[config.mk]
export PLATFORM = sky130hd
export DESIGN_NAME = pagemode_dram_ctrl
export DESIGN_NICKNAME = d
export VERILOG_FILES = /design/src/rtl/pdram_pkg.sv /design/src/rtl/pdram_gap_timer.sv /design/src/rtl/pdram_req_latch.sv /design/src/rtl/pdram_seq.sv /design/src/rtl/pagemode_dram_ctrl.sv
export SDC_FILE = /design/constraint.sdc
export NUM_CORES = 1
export LEC_CHECK = 0
export ABC_AREA = 0
export CORE_ASPECT_RATIO = 1.5
export CORE_MARGIN = 2
export CORE_UTILIZATION = 41
export DETAILED_ROUTE_END_ITERATION = 12
export GPL_ROUTABILITY_DRIVEN = 0
export HOLD_SLACK_MARGIN = 0.05
export PLACE_DENSITY = 0.66
export REMOVE_ABC_BUFFERS = 1
export SLEW_MARGIN = 20
export SYNTH_ARGS = -nofsm -noshare
export SYNTH_HDL_FRONTEND = slang
export SYNTH_SLANG_ARGS = --single-unit
[constraint.sdc]
create_clock -name clk_i -period 2.15 [get_ports clk_i]
set_clock_uncertainty 0.05 [all_clocks]
set_input_delay 0.5375 -clock clk_i [delete_from_list [all_inputs] [get_ports clk_i]]
set_output_delay 0.5375 -clock clk_i [all_outputs]
set_load 0.05 [all_outputs]
[src/rtl/pdram_pkg.sv]
package pdram_pkg;

  typedef enum logic [2:0] {
    ST_IDLE,
    ST_ROW_WAIT,
    ST_RCD,
    ST_COL_SETUP,
    ST_COL_WAIT,
    ST_CAS,
    ST_OPEN
  } seq_state_e;

  localparam int unsigned GAP_RC  = 0;
  localparam int unsigned GAP_PRE = 1;
  localparam int unsigned GAP_PC  = 2;
  localparam int unsigned N_GAPS  = 3;

  // round a nanosecond limit up to whole clocks
  function automatic int unsigned ns_to_cyc(input int unsigned t_ns, input int unsigned clk_ns);
    return (t_ns + clk_ns - 1) / clk_ns;
  endfunction

endpackage

[src/rtl/pdram_gap_timer.sv]
module pdram_gap_timer #(
  parameter int unsigned LIMIT = 4
) (
  input  logic clk_i,
  input  logic rst_ni,
  input  logic restart_i,
  output logic ok_o
);
  localparam int unsigned CW = $clog2(LIMIT + 1) + 1;

  logic [CW-1:0] cnt_q;

  always_ff @(posedge clk_i or negedge rst_ni) begin
    if (!rst_ni)               cnt_q <= '1;
    else if (restart_i)        cnt_q <= '0;
    else if (cnt_q != '1)      cnt_q <= cnt_q + 1'b1;
  end

  // next edge is at least LIMIT edges after the restart edge
  assign ok_o = (cnt_q >= CW'(LIMIT - 1));
endmodule

[src/rtl/pdram_req_latch.sv]
module pdram_req_latch #(
  parameter int unsigned AW = 9,
  parameter int unsigned DW = 8
) (
  input  logic          clk_i,
  input  logic          rst_ni,
  input  logic          accept_i,
  input  logic          ras_fall_i,
  input  logic [2*AW-1:0] addr_i,
  input  logic          we_i,
  input  logic [DW-1:0] wdata_i,
  output logic [AW-1:0] row_o,
  output logic [AW-1:0] col_o,
  output logic          we_o,
  output logic [DW-1:0] wdata_o,
  output logic          row_hit_o
);
  logic [AW-1:0] open_row_q;

  always_ff @(posedge clk_i or negedge rst_ni) begin
    if (!rst_ni) begin
      row_o   <= '0;
      col_o   <= '0;
      we_o    <= 1'b0;
      wdata_o <= '0;
    end else if (accept_i) begin
      row_o   <= addr_i[2*AW-1:AW];
      col_o   <= addr_i[AW-1:0];
      we_o    <= we_i;
      wdata_o <= wdata_i;
    end
  end

  always_ff @(posedge clk_i or negedge rst_ni) begin
    if (!rst_ni)         open_row_q <= '0;
    else if (ras_fall_i) open_row_q <= row_o;
  end

  assign row_hit_o = (addr_i[2*AW-1:AW] == open_row_q);
endmodule

[src/rtl/pdram_seq.sv]
module pdram_seq
  import pdram_pkg::*;
#(
  parameter int unsigned AW      = 9,
  parameter int unsigned DW      = 8,
  parameter int unsigned RCD_CYC = 4,
  parameter int unsigned CAC_CYC = 2,
  parameter int unsigned IDLE_TO = 24
) (
  input  logic          clk_i,
  input  logic          rst_ni,
  input  logic          req_valid_i,
  input  logic          row_hit_i,
  input  logic [AW-1:0] row_i,
  input  logic [AW-1:0] col_i,
  input  logic          we_i,
  input  logic [DW-1:0] wdata_i,
  input  logic          rc_ok_i,
  input  logic          pre_ok_i,
  input  logic          pc_ok_i,
  input  logic [DW-1:0] dq_i,
  output logic          ready_o,
  output logic          accept_o,
  output logic          ras_fall_o,
  output logic          ras_rise_o,
  output logic          cas_fall_o,
  output logic [AW-1:0] addr_o,
  output logic          ras_no,
  output logic          cas_no,
  output logic          we_no,
  output logic          oe_no,
  output logic [DW-1:0] dq_o,
  output logic          dq_oe_o,
  output logic          rsp_valid_o,
  output logic [DW-1:0] rsp_data_o
);
  localparam int unsigned WCW = $clog2(IDLE_TO + RCD_CYC + CAC_CYC + 2) + 1;

  seq_state_e    st_q, st_d;
  logic [WCW-1:0] wcnt_q, wcnt_d;
  logic          ras_d, cas_d, we_d, oe_d, dq_oe_d, rsp_valid_d;
  logic [AW-1:0] addr_d;
  logic [DW-1:0] dq_d, rsp_data_d;

  assign ready_o    = (st_q == ST_IDLE) || (st_q == ST_OPEN);
  assign accept_o   = req_valid_i && ready_o;
  assign ras_fall_o = ras_no && !ras_d;
  assign ras_rise_o = !ras_no && ras_d;
  assign cas_fall_o = cas_no && !cas_d;

  always_comb begin
    st_d        = st_q;
    wcnt_d      = wcnt_q + 1'b1;
    ras_d       = ras_no;
    cas_d       = cas_no;
    we_d        = we_no;
    oe_d        = oe_no;
    dq_oe_d     = dq_oe_o;
    addr_d      = addr_o;
    dq_d        = dq_o;
    rsp_valid_d = 1'b0;
    rsp_data_d  = rsp_data_o;
    unique case (st_q)
      ST_IDLE: begin
        if (req_valid_i) st_d = ST_ROW_WAIT;
      end
      ST_ROW_WAIT: begin
        if (rc_ok_i && pre_ok_i) begin
          ras_d   = 1'b0;
          addr_d  = row_i;
          we_d    = !we_i;
          dq_oe_d = we_i;
          dq_d    = wdata_i;
          wcnt_d  = '0;
          st_d    = ST_RCD;
        end
      end
      ST_RCD: begin
        // column address one cycle ahead of the strobe
        if (wcnt_q == WCW'(RCD_CYC - 2)) begin
          addr_d = col_i;
          st_d   = ST_COL_WAIT;
        end
      end
      ST_COL_SETUP: begin
        addr_d  = col_i;
        we_d    = !we_i;
        dq_oe_d = we_i;
        dq_d    = wdata_i;
        st_d    = ST_COL_WAIT;
      end
      ST_COL_WAIT: begin
        if (pc_ok_i) begin
          cas_d  = 1'b0;
          oe_d   = we_i;
          wcnt_d = '0;
          st_d   = ST_CAS;
        end
      end
      ST_CAS: begin
        if (wcnt_q == WCW'(CAC_CYC - 1)) begin
          cas_d   = 1'b1;
          oe_d    = 1'b1;
          we_d    = 1'b1;
          dq_oe_d = 1'b0;
          if (!we_i) begin
            rsp_valid_d = 1'b1;
            rsp_data_d  = dq_i;
          end
          wcnt_d = '0;
          st_d   = ST_OPEN;
        end
      end
      ST_OPEN: begin
        if (req_valid_i) begin
          wcnt_d = '0;
          if (row_hit_i) begin
            st_d = ST_COL_SETUP;
          end else begin
            ras_d = 1'b1;
            st_d  = ST_ROW_WAIT;
          end
        end else if (wcnt_q == WCW'(IDLE_TO - 1)) begin
          ras_d = 1'b1;
          st_d  = ST_IDLE;
        end
      end
      default: st_d = ST_IDLE;
    endcase
  end

  always_ff @(posedge clk_i or negedge rst_ni) begin
    if (!rst_ni) begin
      st_q        <= ST_IDLE;
      wcnt_q      <= '0;
      ras_no      <= 1'b1;
      cas_no      <= 1'b1;
      we_no       <= 1'b1;
      oe_no       <= 1'b1;
      dq_oe_o     <= 1'b0;
      addr_o      <= '0;
      dq_o        <= '0;
      rsp_valid_o <= 1'b0;
      rsp_data_o  <= '0;
    end else begin
      st_q        <= st_d;
      wcnt_q      <= wcnt_d;
      ras_no      <= ras_d;
      cas_no      <= cas_d;
      we_no       <= we_d;
      oe_no       <= oe_d;
      dq_oe_o     <= dq_oe_d;
      addr_o      <= addr_d;
      dq_o        <= dq_d;
      rsp_valid_o <= rsp_valid_d;
      rsp_data_o  <= rsp_data_d;
    end
  end
endmodule

[src/rtl/pagemode_dram_ctrl.sv]
module pagemode_dram_ctrl
  import pdram_pkg::*;
#(
  parameter int unsigned ADDR_PINS = 9,
  parameter int unsigned DATA_W    = 8,
  parameter int unsigned T_CLK_NS  = 10,
  parameter int unsigned T_RC_NS   = 110,
  parameter int unsigned T_RAC_NS  = 60,
  parameter int unsigned T_CAC_NS  = 15,
  parameter int unsigned T_PC_NS   = 35,
  parameter int unsigned PRE_CYC   = 3,
  parameter int unsigned IDLE_TO   = 24
) (
  input  logic                   clk_i,
  input  logic                   rst_ni,
  input  logic                   req_valid_i,
  input  logic                   req_we_i,
  input  logic [2*ADDR_PINS-1:0] req_addr_i,
  input  logic [DATA_W-1:0]      req_wdata_i,
  output logic                   req_ready_o,
  output logic                   rsp_valid_o,
  output logic [DATA_W-1:0]      rsp_rdata_o,
  output logic [ADDR_PINS-1:0]   dram_addr_o,
  output logic                   dram_ras_no,
  output logic                   dram_cas_no,
  output logic                   dram_we_no,
  output logic                   dram_oe_no,
  output logic [DATA_W-1:0]      dram_dq_o,
  output logic                   dram_dq_oe_o,
  input  logic [DATA_W-1:0]      dram_dq_i
);
  localparam int unsigned RC_CYC  = ns_to_cyc(T_RC_NS, T_CLK_NS);
  localparam int unsigned RAC_CYC = ns_to_cyc(T_RAC_NS, T_CLK_NS);
  localparam int unsigned CAC_CYC = ns_to_cyc(T_CAC_NS, T_CLK_NS);
  localparam int unsigned PC_CYC  = ns_to_cyc(T_PC_NS, T_CLK_NS);
  localparam int unsigned RCD_RAW = (RAC_CYC > CAC_CYC) ? RAC_CYC - CAC_CYC : 0;
  localparam int unsigned RCD_CYC = (RCD_RAW < 2) ? 2 : RCD_RAW;

  logic                 accept, ras_fall, ras_rise, cas_fall, row_hit, lat_we;
  logic [ADDR_PINS-1:0] lat_row, lat_col;
  logic [DATA_W-1:0]    lat_wdata;
  logic [N_GAPS-1:0]    gap_restart, gap_ok;

  assign gap_restart[GAP_RC]  = ras_fall;
  assign gap_restart[GAP_PRE] = ras_rise;
  assign gap_restart[GAP_PC]  = cas_fall;

  for (genvar g = 0; g < N_GAPS; g++) begin : g_gap
    localparam int unsigned LIM = (g == GAP_RC)  ? RC_CYC :
                                  (g == GAP_PRE) ? PRE_CYC : PC_CYC;
    pdram_gap_timer #(.LIMIT(LIM)) u_timer (
      .clk_i    (clk_i),
      .rst_ni   (rst_ni),
      .restart_i(gap_restart[g]),
      .ok_o     (gap_ok[g])
    );
  end

  pdram_req_latch #(.AW(ADDR_PINS), .DW(DATA_W)) u_latch (
    .clk_i     (clk_i),
    .rst_ni    (rst_ni),
    .accept_i  (accept),
    .ras_fall_i(ras_fall),
    .addr_i    (req_addr_i),
    .we_i      (req_we_i),
    .wdata_i   (req_wdata_i),
    .row_o     (lat_row),
    .col_o     (lat_col),
    .we_o      (lat_we),
    .wdata_o   (lat_wdata),
    .row_hit_o (row_hit)
  );

  pdram_seq #(
    .AW     (ADDR_PINS),
    .DW     (DATA_W),
    .RCD_CYC(RCD_CYC),
    .CAC_CYC(CAC_CYC),
    .IDLE_TO(IDLE_TO)
  ) u_seq (
    .clk_i      (clk_i),
    .rst_ni     (rst_ni),
    .req_valid_i(req_valid_i),
    .row_hit_i  (row_hit),
    .row_i      (lat_row),
    .col_i      (lat_col),
    .we_i       (lat_we),
    .wdata_i    (lat_wdata),
    .rc_ok_i    (gap_ok[GAP_RC]),
    .pre_ok_i   (gap_ok[GAP_PRE]),
    .pc_ok_i    (gap_ok[GAP_PC]),
    .dq_i       (dram_dq_i),
    .ready_o    (req_ready_o),
    .accept_o   (accept),
    .ras_fall_o (ras_fall),
    .ras_rise_o (ras_rise),
    .cas_fall_o (cas_fall),
    .addr_o     (dram_addr_o),
    .ras_no     (dram_ras_no),
    .cas_no     (dram_cas_no),
    .we_no      (dram_we_no),
    .oe_no      (dram_oe_no),
    .dq_o       (dram_dq_o),
    .dq_oe_o    (dram_dq_oe_o),
    .rsp_valid_o(rsp_valid_o),
    .rsp_data_o (rsp_rdata_o)
  );
endmodule

* Word-level counts from Yosys, hierarchy flattened
Cells that the tools add are included.
** Word-level totals
- Logic and storage cells :: 114
- Register bits after elaboration :: 88
- Output and inout bits :: 32
- Memories kept :: 0
- Latch bits :: 0
- Memory bits (read-only) :: 0
- Memory bits (writable) :: 0
** Operators by class
- Bitwise logic cells :: 1
- Mux-type cells :: 44
- $lt $le $gt $ge :: 3
- $add $sub $neg :: 4
- Shift-type cells :: 0
- Reductions and logical operators :: 24
- Equality and inequality tests :: 19
- Multipliers :: 0
- Div/mod/pow operators :: 0
** Operators with widths (count)
- 2-to-1 mux 3 bit :: 9
- case mux 9 bit (3 select lines) :: 1
- 2-to-1 mux 6 bit :: 4
- case mux 6 bit (4 select lines) :: 1
- case mux 3 bit (7 select lines) :: 1
- 2-to-1 mux 9 bit :: 2
- case mux 8 bit (2 select lines) :: 1
- 2-to-1 mux 1 bit :: 14
- AND reduction 3 bit :: 4
- 2-to-1 mux 5 bit :: 2
- nonzero test 2 bit :: 5
- equality test 3 bit, second input constant :: 3
- equality test 9 bit :: 1
- 2-to-1 mux 4 bit :: 2
- 2-to-1 mux 8 bit :: 1
- adder 6 x 1 -> 6 bit, second input constant :: 1
- equality test 3 x 2 -> 1 bit, second input constant :: 2
- equality test 6 x 1 -> 1 bit, second input constant :: 1
- equality test 6 x 2 -> 1 bit, second input constant :: 1
- equality test 6 x 5 -> 1 bit, second input constant :: 1
- != test 2 x 1 -> 1 bit, second input constant :: 3
- != test 3 bit, second input constant :: 2
- case mux 1 bit (2 select lines) :: 3
- case mux 1 bit (3 select lines) :: 2
- other kinds (19) :: 28

* Depth between registers and ports, before layout
- Word-level depth :: 7
- Mapped depth :: 7
- Mapped depth without buffers :: 6

* Hierarchy
Synthesis repeated with hierarchy kept, for this count alone.
** Unflattened totals
- Cell total of the unflattened synthesis :: 304
- Area total of the unflattened synthesis :: 4112.7 µm²
** Modules (own cells, without submodules)
- pdram_seq :: times used 1, area each 1931.9 µm², cells each 159
- pdram_req_latch :: times used 1, area each 1534.0 µm², cells each 88
- pdram_gap_timer (g_gap[0].u_timer) :: times used 1, area each 271.5 µm², cells each 25
- pdram_gap_timer (g_gap[2].u_timer) :: times used 1, area each 225.2 µm², cells each 20
- pdram_gap_timer (g_gap[1].u_timer) :: times used 1, area each 150.1 µm², cells each 12

* Worst setup path before layout
No wires, ideal clock.
- Kind :: register to register
- Start :: register u_seq.st_q[0]
- End :: register u_latch.col_o[0]
- Stages on the path, launching flop included :: 7
- Library setup time :: 125 ps
- Arrival time :: 2168 ps
- Clock period less this slack :: 2343 ps
- Setup slack :: -193 ps
- Cells stage by stage :: dfrtp_1 clkbuf_1 nor2_1 and2_1 buf_2 buf_2 mux2_2
** On the way
- Word-level cells in the longest chain between the ends :: 3
** Ends and longest elaborated chain
- start, declared :: line pdram_seq.sv:39 : seq_state_e st_q, st_d;
- start signal, assigned :: line pdram_seq.sv:146 : st_q <= st_d;
- equality test 3 bit or zero test 3 bit (tied branches) :: line pdram_seq.sv:45 : assign ready_o = (st_q == ST_IDLE) || (st_q == ST_OPEN);
- logical OR 1 bit * :: line pdram_seq.sv:45
- named net req_ready_o :: line pagemode_dram_ctrl.sv:20 : output logic req_ready_o,
- logical AND 1 bit * :: line pdram_seq.sv:46 : assign accept_o = req_valid_i && ready_o;
- end signal, assigned :: line pdram_req_latch.sv:28 : col_o <= addr_i[AW-1:0];
- end, declared :: line pdram_req_latch.sv:13 : output logic [AW-1:0] col_o,
Mark *: on every way through the listed nets, which the timed path passes. The rest lies on a longest branch.
A chain may end at the register's enable or synchronous reset.

* Worst setup path in the final report
- Start :: register u_seq.addr_o[5]
- End :: output dram_addr_o[5]
** RTL lines
- start, declared :: line pdram_seq.sv:27 : output logic [AW-1:0] addr_o,
- start signal, assigned :: line pdram_seq.sv:153 : addr_o <= addr_d;
- end, declared :: line pagemode_dram_ctrl.sv:23 : output logic [ADDR_PINS-1:0] dram_addr_o,
No word-level cell between the ends.

==> impl_metrics.csv <==
group,metric,value,unit
logic_synthesis,async_reset_ff_share,100,%
logic_synthesis,yosysMostFrequentCell,"dfrtp_1",
logic_synthesis,yosysWarnings,0,
sta,finalSetupTns,0,ns
logic_synthesis,synth-seq-cells,88,
sta,slew_viol_final,0,
global_routing,grt_usage,16.7,%
clocking,cts_buffers,9,
logic_synthesis,ys_types,42,
setup_path,critPathArrivalTime,1.51,ns
placement,place_ws,-0.159,ns
floorplanning,start_util,41.6,%
power_and_ir_drop,leakagePower,2.29,nW
logic_synthesis,synth_top_cell_area_share,45.2,%
route,wl_per_cell,16.1,um
setup_path,slowest_stage,"clkdlybuf4s50_1",
setup_path,worst_setup_path_start_kind,"flip-flop",
logic_synthesis,synth_area,3990,um2
min_path,min_path_type,"primary input to async pin",
global_routing,grt_overflow,0,
clocking,clock_path_buffers,2,
placement,dpl.cell_count,494,
logic_synthesis,syn_area_per_cell,13.5,um2
placement,port_buffers,69,
layout,layout-drive-gt1-share,36.2,%
clocking,cts_root_buffer,"clkbuf_16",
clocking,htreeDepth,3,
layout,diodes,0,
clocking,cts_sinks,88,
power_and_ir_drop,power_density,1750,nW/um2
sta,fin_crit,2.10,ns
logic_synthesis,synth_edf_count,0,
clocking,cts_hold_buf,0,
logic_synthesis,ys.flop_type,"dfrtp_1",
route,drt_pass1_iterations,4,
route,vias_per_cell,5.19,
global_routing,grt_max_degree,41,
setup_path,path_delay_family,"buffers and inverters",
floorplanning,ios,70,
layout,utilization,55.6,%
power_and_ir_drop,power,9.33,mW
global_routing,antenna_found_initial,0,
sta,hold_violations,0,
setup_path,path_class,"flip-flop to output pin",
power_and_ir_drop,max-vdd-ir-drop,1.04,mV
global_routing,grt_first_pass_wirelength,13.7,mm
setup_path,cp_slowest_stage_delay,0.81,ns
layout,syn2layout_area_growth,33.7,%
setup_path,crit_path_end_kind,"output pin",
clocking,cts_tree,"done",
sta,max_slew_margin,62.3,%
floorplanning,die-width,84.5,um
logic_synthesis,ys_top_cells_by_area,"dfrtp_1 (45%), mux2_2 (20%), dfstp_2 (11%)",
setup_path,cp_max_fo,2,
logic_synthesis,yosys.area.top_type,"dfrtp_1",
clocking,clk_pin_slew,0.06,ns
clocking,clk_latency,0.33,ns
route,drc,0,
route,wl,8.28,mm
flow_run,drv_cap,0,
floorplanning,die_area,10500,um2
sta,worst_slack,0.0516,ns
sta,fin_crit_sh,97.6,%
route,route.antenna.remaining_nets,0,
sta,rsz0062_at_grt,"no",
setup_path,critPathRequiredTime,1.56,ns
floorplanning,die-height,125,um
floorplanning,coreArea,9580,um2
route,vias,2664,
setup_path,crit_path_cell_trace,"clkdlybuf4s50_1",
sta,setup_viol,0,
floorplanning,std_cell_rows,44,
layout,final_cells,513,
setup_path,cp_num_buf_inv,1,
layout,fillers,828,
placement,dp_hpwl,5.68,mm
run_status,status,"completed",
sta,tightestPinTransition,0.565,ns
route,drt_iter0_drc,89,
logic_synthesis,syn_inst,295,
layout,nNetsFinal,441,
sta,fmax,0.477,GHz
global_routing,grt_pass1_vias,2783,
logic_synthesis,ys_seq_area_share,55.8,%
logic_synthesis,yosys-top-cells-count,"dfrtp_1 (72), mux2_2 (70), nor2_1 (21)",
==> cells in the final DEF (no fill, tap or decap), drive strengths merged <==
cell,netlist,routed
nand4,2,2
a21oi,4,4
inv,10,10
nor3,6,6
and2,1,1
a32oi,1,1
nor2b,4,4
nor3b,1,1
nand2,4,4
a31oi,4,4
o2bb2ai,2,2
a211oi,1,2
clkinv,0,3
xor2,14,14
xnor2,5,5
nand4b,1,1
nor4,4,4
dfrtp,72,72
a41o,1,1
clkdlybuf4s50,0,61
clkbuf,2,12
a221o,1,1
buf,6,32
dfstp,16,16
mux2,70,70
o211ai,2,2
nor2,22,22
o32ai,1,2
or3,1,1
ha,10,10
and3,5,5
a21o,1,1
mux2i,6,6
o31a,1,1
nand2b,2,2
nand3,7,7
bufinv,0,1
o21ai,4,4
or4,1,1
==> report_power, final <==
| group | internal (mW) | switching (mW) | leakage [nW] |
|---|---|---|---|
| clock network | 0.895 | 0.603 | 0.140 |
| registers | 2.60 | 0.521 | 1.04 |
| logic | 2.15 | 2.57 | 1.11 |
| total | 5.64 | 3.69 | 2.29 |
==> through the flow <==
| step | hold slack [ns] | cell area, um2 |
|---|---|---|
| finish | 0.124 | 5330 |
| global route | 0.167 | 5330 |
| CTS | 0.137 | 5290 |
| detailed placement | 0.441 | 4970 |
| global placement | 0.430 | 4970 |
| floorplan | 0.192 | 3940 |
==> layout make-up <==
cell class / instances / area [um2] / area share (%)
repair buffers: 93 / 905 / 17.0
clock buffers: 12 / 236 / 4.44
clock inverters: 4 / 45.0 / 0.845
inverters: 10 / 37.5 / 0.704
well taps: 115 / 144 / 2.70
multi-input cells: 191 / 1740 / 32.6
flip-flops and latches: 88 / 2220 / 41.7
==> final timing paths <==
kind,startpoint,end,slack (ns),cells past startpoint
max reg2reg,g_gap[1].u_timer.cnt_q[0]$_DFFE_PN1P_,u_seq.addr_o[7]$_DFFE_PN0P_,0.06,7
max in group asynchronous,rst_ni,u_latch.col_o[6]$_DFFE_PN0P_,1.36,2
min,rst_ni,u_latch.wdata_o[7]$_DFFE_PN0P_,0.12,1
max,u_seq.addr_o[5]$_DFFE_PN0P_,dram_addr_o[5],0.05,1
min in group clk_i,u_latch.col_o[1]$_DFFE_PN0P_,u_latch.col_o[1]$_DFFE_PN0P_,0.45,1
min reg2reg,u_latch.col_o[1]$_DFFE_PN0P_,u_latch.col_o[1]$_DFFE_PN0P_,0.45,1
==> cell families after synthesis <==
logic type,Yosys count,share of synthesized area (%)
AO/OA/AOI/OAI,23,5.24
XOR/XNOR,19,4.18
adder cells (fa/ha/maj),10,3.14
buffers and inverters,18,2.04
flip-flops,88,55.8
multiplexers,76,21.3
AND/OR/NAND/NOR,61,8.35
==> sequential cells by signal, indices dropped and copies added (netlist names) <==
| signal | cells |
|---|---|
| g_gap.u_timer.cnt_q | 12 |
| u_latch.col_o | 9 |
| u_latch.open_row_q | 9 |
| u_latch.row_o | 9 |
| u_latch.wdata_o | 8 |
| u_latch.we_o | 1 |
| u_seq.addr_o | 9 |
| u_seq.cas_no | 1 |
| u_seq.dq_o | 8 |
| u_seq.dq_oe_o | 1 |
| u_seq.oe_no | 1 |
| u_seq.ras_no | 1 |
| u_seq.rsp_data_o | 8 |
| u_seq.rsp_valid_o | 1 |
| u_seq.st_q | 3 |
| u_seq.wcnt_q | 6 |
| u_seq.we_no | 1 |
==> layer usage <==
| metal | GRT usage [%] | wire, um |
|---|---|---|
| met1 | 20.7 | 3530 |
| met5 | 0 | 0 |
| met2 | 27.7 | 4390 |
| met3 | 2.92 | 210 |
| met4 | 8.59 | 153 |
==> timing repair <==
item / 4_1_cts / 5_1_grt
endpoints found under the setup margin: 23 / 18
pin swaps: 2 / 1
resized for setup: 4 / 4
setup buffers: 0 / 1
cloned: 2 / 0
(Power assumes the default switching activity.)
